<file path="src/rtl/ctl3w_pkg.sv">
package ctl3w_pkg;

    localparam int WORD_W = 8;

    typedef enum logic [1:0] {
        ST_IDLE,
        ST_SETUP,
        ST_LOW,
        ST_HIGH
    } ctl_state_e;

    typedef struct packed {
        logic              tag;
        logic [WORD_W-1:0] payload;
    } xfer_req_t;

    typedef struct packed {
        logic mode;
        logic sclk;
        logic sdat;
    } line_lvl_t;

    localparam line_lvl_t LINES_IDLE = '{mode: 1'b1, sclk: 1'b1, sdat: 1'b0};

    // Whole cycles that cover a time given in ns, at least one.
    function automatic int cycles_covering(input int t_ns, input int period_ps);
        int c;
        c = (t_ns * 1000 + period_ps - 1) / period_ps;
        return (c < 1) ? 1 : c;
    endfunction

    function automatic int max2(input int a, input int b);
        return (a > b) ? a : b;
    endfunction

endpackage

</file>
<file path="src/rtl/ctl3w_timer.sv">
module ctl3w_timer #(
    parameter int CW = 5
) (
    input  logic          clk,
    input  logic          rst,
    input  logic          load,
    input  logic [CW-1:0] load_val,
    output logic          zero_o
);
    logic [CW-1:0] cnt_q;

    always_ff @(posedge clk) begin
        if (rst)
            cnt_q <= '0;
        else if (load)
            cnt_q <= load_val;
        else if (cnt_q != '0)
            cnt_q <= cnt_q - 1'b1;
    end

    assign zero_o = (cnt_q == '0);
endmodule

</file>
<file path="src/rtl/ctl3w_shifter.sv">
module ctl3w_shifter #(
    parameter int W = 8
) (
    input  logic         clk,
    input  logic         rst,
    input  logic         load,
    input  logic [W-1:0] load_val,
    input  logic         shift,
    output logic         bit_o,
    output logic         last_o
);
    localparam int BW = (W > 1) ? $clog2(W) : 1;

    logic [W-1:0]  sh_q;
    logic [BW-1:0] idx_q;

    always_ff @(posedge clk) begin
        if (rst) begin
            sh_q  <= '0;
            idx_q <= '0;
        end else if (load) begin
            sh_q  <= load_val;
            idx_q <= '0;
        end else if (shift) begin
            sh_q  <= sh_q >> 1;
            idx_q <= idx_q + 1'b1;
        end
    end

    assign bit_o  = sh_q[0];
    assign last_o = (idx_q == BW'(W - 1));
endmodule

</file>
<file path="src/rtl/ctl3w_serializer.sv">
module ctl3w_serializer
    import ctl3w_pkg::*;
#(
    parameter int CLK_PERIOD_PS = 10000,
    parameter int SETUP_NS      = 190,
    parameter int HALF_CYC      = 4
) (
    input  logic              clk,
    input  logic              rst,
    input  logic              req_valid,
    output logic              req_ready,
    input  logic              req_phase,
    input  logic [WORD_W-1:0] req_byte,
    output logic              done,
    output logic              ln_mode,
    output logic              ln_clk,
    output logic              ln_data
);
    localparam int SETUP_CYC = cycles_covering(SETUP_NS, CLK_PERIOD_PS);
    localparam int MAX_CYC   = max2(SETUP_CYC, HALF_CYC);
    localparam int CW        = max2(1, $clog2(MAX_CYC + 1));
    localparam logic [CW-1:0] SETUP_LD = CW'(SETUP_CYC - 1);
    localparam logic [CW-1:0] HALF_LD  = CW'(HALF_CYC - 1);

    ctl_state_e    st_q, st_d;
    xfer_req_t     cap_q;
    line_lvl_t     lines;
    logic          tmr_load, tmr_zero;
    logic [CW-1:0] tmr_val;
    logic          accept, sh_shift, sh_bit, sh_last, fin, done_q;

    assign accept = req_valid && (st_q == ST_IDLE);

    ctl3w_timer #(.CW(CW)) u_timer (
        .clk      (clk),
        .rst      (rst),
        .load     (tmr_load),
        .load_val (tmr_val),
        .zero_o   (tmr_zero)
    );

    ctl3w_shifter #(.W(WORD_W)) u_shift (
        .clk      (clk),
        .rst      (rst),
        .load     (accept),
        .load_val (req_byte),
        .shift    (sh_shift),
        .bit_o    (sh_bit),
        .last_o   (sh_last)
    );

    // Next-state and timer control.
    always_comb begin
        st_d     = st_q;
        tmr_load = 1'b0;
        tmr_val  = HALF_LD;
        sh_shift = 1'b0;
        fin      = 1'b0;
        unique case (st_q)
            ST_IDLE: if (accept) begin
                st_d     = ST_SETUP;
                tmr_load = 1'b1;
                tmr_val  = SETUP_LD;
            end
            ST_SETUP: if (tmr_zero) begin
                st_d     = ST_LOW;
                tmr_load = 1'b1;
            end
            ST_LOW: if (tmr_zero) begin
                st_d     = ST_HIGH;
                tmr_load = 1'b1;
            end
            ST_HIGH: if (tmr_zero) begin
                if (sh_last) begin
                    st_d = ST_IDLE;
                    fin  = 1'b1;
                end else begin
                    st_d     = ST_LOW;
                    tmr_load = 1'b1;
                    sh_shift = 1'b1;
                end
            end
            default: st_d = ST_IDLE;
        endcase
    end

    always_ff @(posedge clk) begin
        if (rst) begin
            st_q   <= ST_IDLE;
            cap_q  <= '0;
            done_q <= 1'b0;
        end else begin
            st_q   <= st_d;
            done_q <= fin;
            if (accept)
                cap_q <= '{tag: req_phase, payload: req_byte};
        end
    end

    // Line levels follow the registered state.
    always_comb begin
        unique case (st_q)
            ST_SETUP: lines = '{mode: cap_q.tag, sclk: 1'b1, sdat: 1'b0};
            ST_LOW:   lines = '{mode: cap_q.tag, sclk: 1'b0, sdat: sh_bit};
            ST_HIGH:  lines = '{mode: cap_q.tag, sclk: 1'b1, sdat: sh_bit};
            default:  lines = LINES_IDLE;
        endcase
    end

    assign ln_mode   = lines.mode;
    assign ln_clk    = lines.sclk;
    assign ln_data   = lines.sdat;
    assign req_ready = (st_q == ST_IDLE);
    assign done      = done_q;
endmodule

</file>
<file path="config.mk">
export PLATFORM = sky130hd
export DESIGN_NAME = ctl3w_serializer
export DESIGN_NICKNAME = d
export VERILOG_FILES = /design/src/rtl/ctl3w_pkg.sv /design/src/rtl/ctl3w_timer.sv /design/src/rtl/ctl3w_shifter.sv /design/src/rtl/ctl3w_serializer.sv
export SDC_FILE = /design/constraint.sdc
export NUM_CORES = 1
export LEC_CHECK = 0
export ABC_AREA = 1
export BUFFER_PORTS_ARGS = -buffer_cell sky130_fd_sc_hd__buf_4
export CAP_MARGIN = 20
export CORE_ASPECT_RATIO = 1.25
export CORE_UTILIZATION = 59
export CTS_CLUSTER_SIZE = 28
export DETAILED_ROUTE_END_ITERATION = 7
export PLACE_DENSITY = 0.89
export SYNTH_ARGS = -nofsm -noshare
export SYNTH_HDL_FRONTEND = slang
export SYNTH_SLANG_ARGS = --single-unit
</file>
<file path="constraint.sdc">
create_clock -name clk -period 2.55 [get_ports clk]
set_clock_uncertainty 0.05 [all_clocks]
set_input_delay 0.51 -clock clk [delete_from_list [all_inputs] [get_ports clk]]
set_output_delay 0.51 -clock clk [all_outputs]
set_load 0.02 [all_outputs]
</file>
==> flow_metrics.py <==
metrics = {
    "worst_setup_path": {
        "critical_path_cell_count": 7,
        "depth_of_the_worst_register_to_register_path": 7,
        "crit_buf_inv": 2,
        "timing.critical_path.cells": "inv_1 > ha_1 > nor2_1 > nand2_1 > nand2_1 > nand2_1 > buf_4",
        "worst_ep_required_time_ns": 1.99,
        "timing.critical_path.fanout_max": 5,
        "arrival_ns": 1.57,
        "slowest_delay_ns": 0.42,
        "critPathLaunchType": "flop",
        "timing.critical_path.to_type": "output pin",
        "crit_path_start": "st_q[0]",
        "timing.critical_path.slowest_stage_cell": "dfxtp_1",
        "timing_worst_setup_path_type": "reg -> out",
        "critical-path-top-delay-family": "flip-flops",
        "timing.rr.start": "st_q[0]",
        "path_common_cell": "nand2_1",
    },
    "clocking": {
        "cts_htree_levels": 1,
        "numCtsBuffers": 3,
        "clk_pin_slew_ns": 0.11,
        "cts_tree": "done",
        "cts_setup_buffers": 0,
        "cts_hold_bufs": 0,
        "ctsResizeCount": 0,
        "cts_num_sinks": 20,
        "worst_case_clock_buffer_depth": 2,
        "clock_latency_late_sink_ns": 0.31,
        "clock_tree.root_cell": "clkbuf_4",
    },
    "min_path": {
        "hp-start": "req_phase",
        "worst_hold_path.num_cells": 3,
        "min-delay-path-class": "in -> reg",
    },
    "logic_synthesis": {
        "unique_cell_type_count_in_the_yosys_netlist": 26,
        "ys.flop_type": "dfxtp_1",
        "synth_area_leader": "dfxtp_1",
        "yosysWarnings": 0,
        "synth_top_area_share_pct": 34.30,
        "postSynthNetCount": 184,
        "synth_enable_flop_cells": 0,
        "ys_ff_latch": 20,
        "synth_cells": 163,
        "synth.most_common_cell": "nand2_1",
        "netlist_top_cells_count": "nand2_1, inv_1, nor2_1",
        "asyncSetResetFlopFracSynth_pct": 0,
        "cell_area_after_technology_mapping_sq_um": 1167,
        "yosys-top-cells-area": "dfxtp_1, nand2_1, ha_1, inv_1, nor2_1",
        "synth_sequential_area_ratio_pct": 34.30,
        "syn_avg_cell_area_sq_um": 7.162,
    },
    "cells_and_area": {
        "multi_input_logic_area_sq_um": 660.6,
        "area_of_all_sequential_standard_cells_sq_um": 400.4,
        "utilization_pct": 73.22,
        "antenna-diode-count": 0,
        "nets": 201,
        "growth_of_design_area_from_synthesis_to_finish_pct": 13.40,
        "nFillCells": 149,
        "drive_gt1_share_pct": 16.20,
    },
    "sta": {
        "drv_slew": 0,
        "worst-slew-pin-transition_ns": 0.5755,
        "period_share_pct": 83.58,
        "timing.max_slew.rel_slack_pct": 61.59,
        "peak_freq_mhz": 469.2,
        "setup_viol": 0,
        "finalWorstPathRequiredPeriod_ns": 2.131,
        "layout_setup_ws_ns": 0.4188,
        "hold_viol": 0,
        "rsz0062_at_grt": "no",
        "finalSetupTns_ns": 0,
    },
    "drt": {
        "drt_first_pass_iters": 4,
        "via_count": 1032,
        "drtAntennaViolNets": 0,
        "post_drt_wl_per_cell_um": 11.45,
        "first_iter_violations": 19,
        "wirelength_mm": 2.268,
        "viasPerCell": 5.212,
        "drcViolationCount": 0,
    },
    "power_and_ir_drop": {
        "pwr_density_cell_nw_per_um2": 1077,
        "max-vdd-ir-drop_v": 0.0008230,
        "fin_total_pwr_mw": 1.425,
        "power.static_leakage_nw": 0.6317,
    },
    "place": {
        "io_port_bufs": 16,
        "dpl.hpwl_mm": 1.742,
        "gp_congestion": 0.8230,
        "detailedPlace.worstSlack_ns": 0.5318,
    },
    "global_route": {
        "first_pass_grt_wire_length_mm": 3.926,
        "initial_antenna_violation_count": 0,
        "grt.total_usage_pct": 24.12,
        "first_global_vias": 1015,
        "grt_max_degree": 21,
        "gr-total-overflow": 0,
    },
    "die": {
        "starting_utilization_of_the_core_area_pct": 64.57,
        "die_y_um": 51.73,
        "die_area_sq_um": 2162,
        "die_width_um": 41.79,
        "ioPinCount": 17,
        "rows": 17,
        "placeableCoreArea_sq_um": 1808,
    },
    "status": {
        "run_status": "finished, final reports clean",
    },
    "flow_run": {
        "number_of_max_capacitance_violations_reported": 0,
    },
}
-- flip-flops by register name, summed over array words and instances (netlist names) --
name	count
u_shift.idx_q	3
done	1
cap_q	1
u_timer.cnt_q	5
u_shift.sh_q	8
st_q	2
-- final cells by class --
class / count / area share [%]
clock buffer: 4 / 2.741
tap: 19 / 1.796
timing repair buffer: 16 / 9.074
inverter: 22 / 6.238
sequential: 20 / 30.25
multi-input combinational: 117 / 49.91
-- tightest hold or removal path, stage by stage --
cell	delay, ns
buf_4	0.07
o21ai_0	0.07
nor2_1	0.08
-- per-stage QoR --
| stage | area, sq um | hold WS, ns | std cells |
|---|---|---|---|
| 3_3_place_gp | 1287 | 0.4028 | 194 |
| 6_report | 1324 | 0.3933 | 198 |
| 2_1_floorplan | 1167 | 0.3889 | 163 |
| 5_1_grt | 1324 | 0.4028 | 198 |
| 3_5_place_dp | 1287 | 0.4177 | 194 |
| 4_1_cts | 1324 | 0.3936 | 198 |
-- per-layer routing --
layer / GRT usage, % / part of all wire, % / wire (um)
met5: 0 / 0 / 0
met4: 18.28 / 1.5 / 35
met3: 4.167 / 3.8 / 87
met2: 44.01 / 52 / 1174
met1: 24.19 / 43 / 970
-- path summary, 6_finish.rpt --
kind | endpoint | slack (ns)
min reg2reg | u_shift.idx_q[2] | 0.43
min | cap_q[8] | 0.39
max reg2reg | u_shift.sh_q[4] | 0.45
max | ln_mode | 0.42
-- kinds of logic (layout without fill, tap and decap cells) --
kind of cell / Yosys count / count (layout) / share of synthesized area (%)
adders and majority gates: 9 / 9 / 9.646
AOI/OAI and AO/OA: 26 / 26 / 13.29
and+or+nand+nor: 81 / 81 / 32.91
buffers and inverters: 26 / 42 / 9.109
xor gates and xnor gates: 1 / 1 / 0.7504
DFF: 20 / 20 / 34.30
-- cells in the final DEF (no fill, tap or decap), types with 3 or more instances in the layout --
master / instances
nand2_1: 38
inv_1: 22
nor2_1: 21
dfxtp_1: 20
buf_4: 16
a21oi_1: 11
ha_1: 9
nand3_1: 8
o21ai_0: 6
nor3_1: 6
o21ai_1: 4
clkbuf_4: 3
-- power breakdown --
part / switching [mW] / internal, mW
sequential: 0.0683 / 0.393
clock: 0.102 / 0.0874
combinational: 0.486 / 0.289
total: 0.656 / 0.770
No activity file was read; power rests on OpenSTA's default activity.
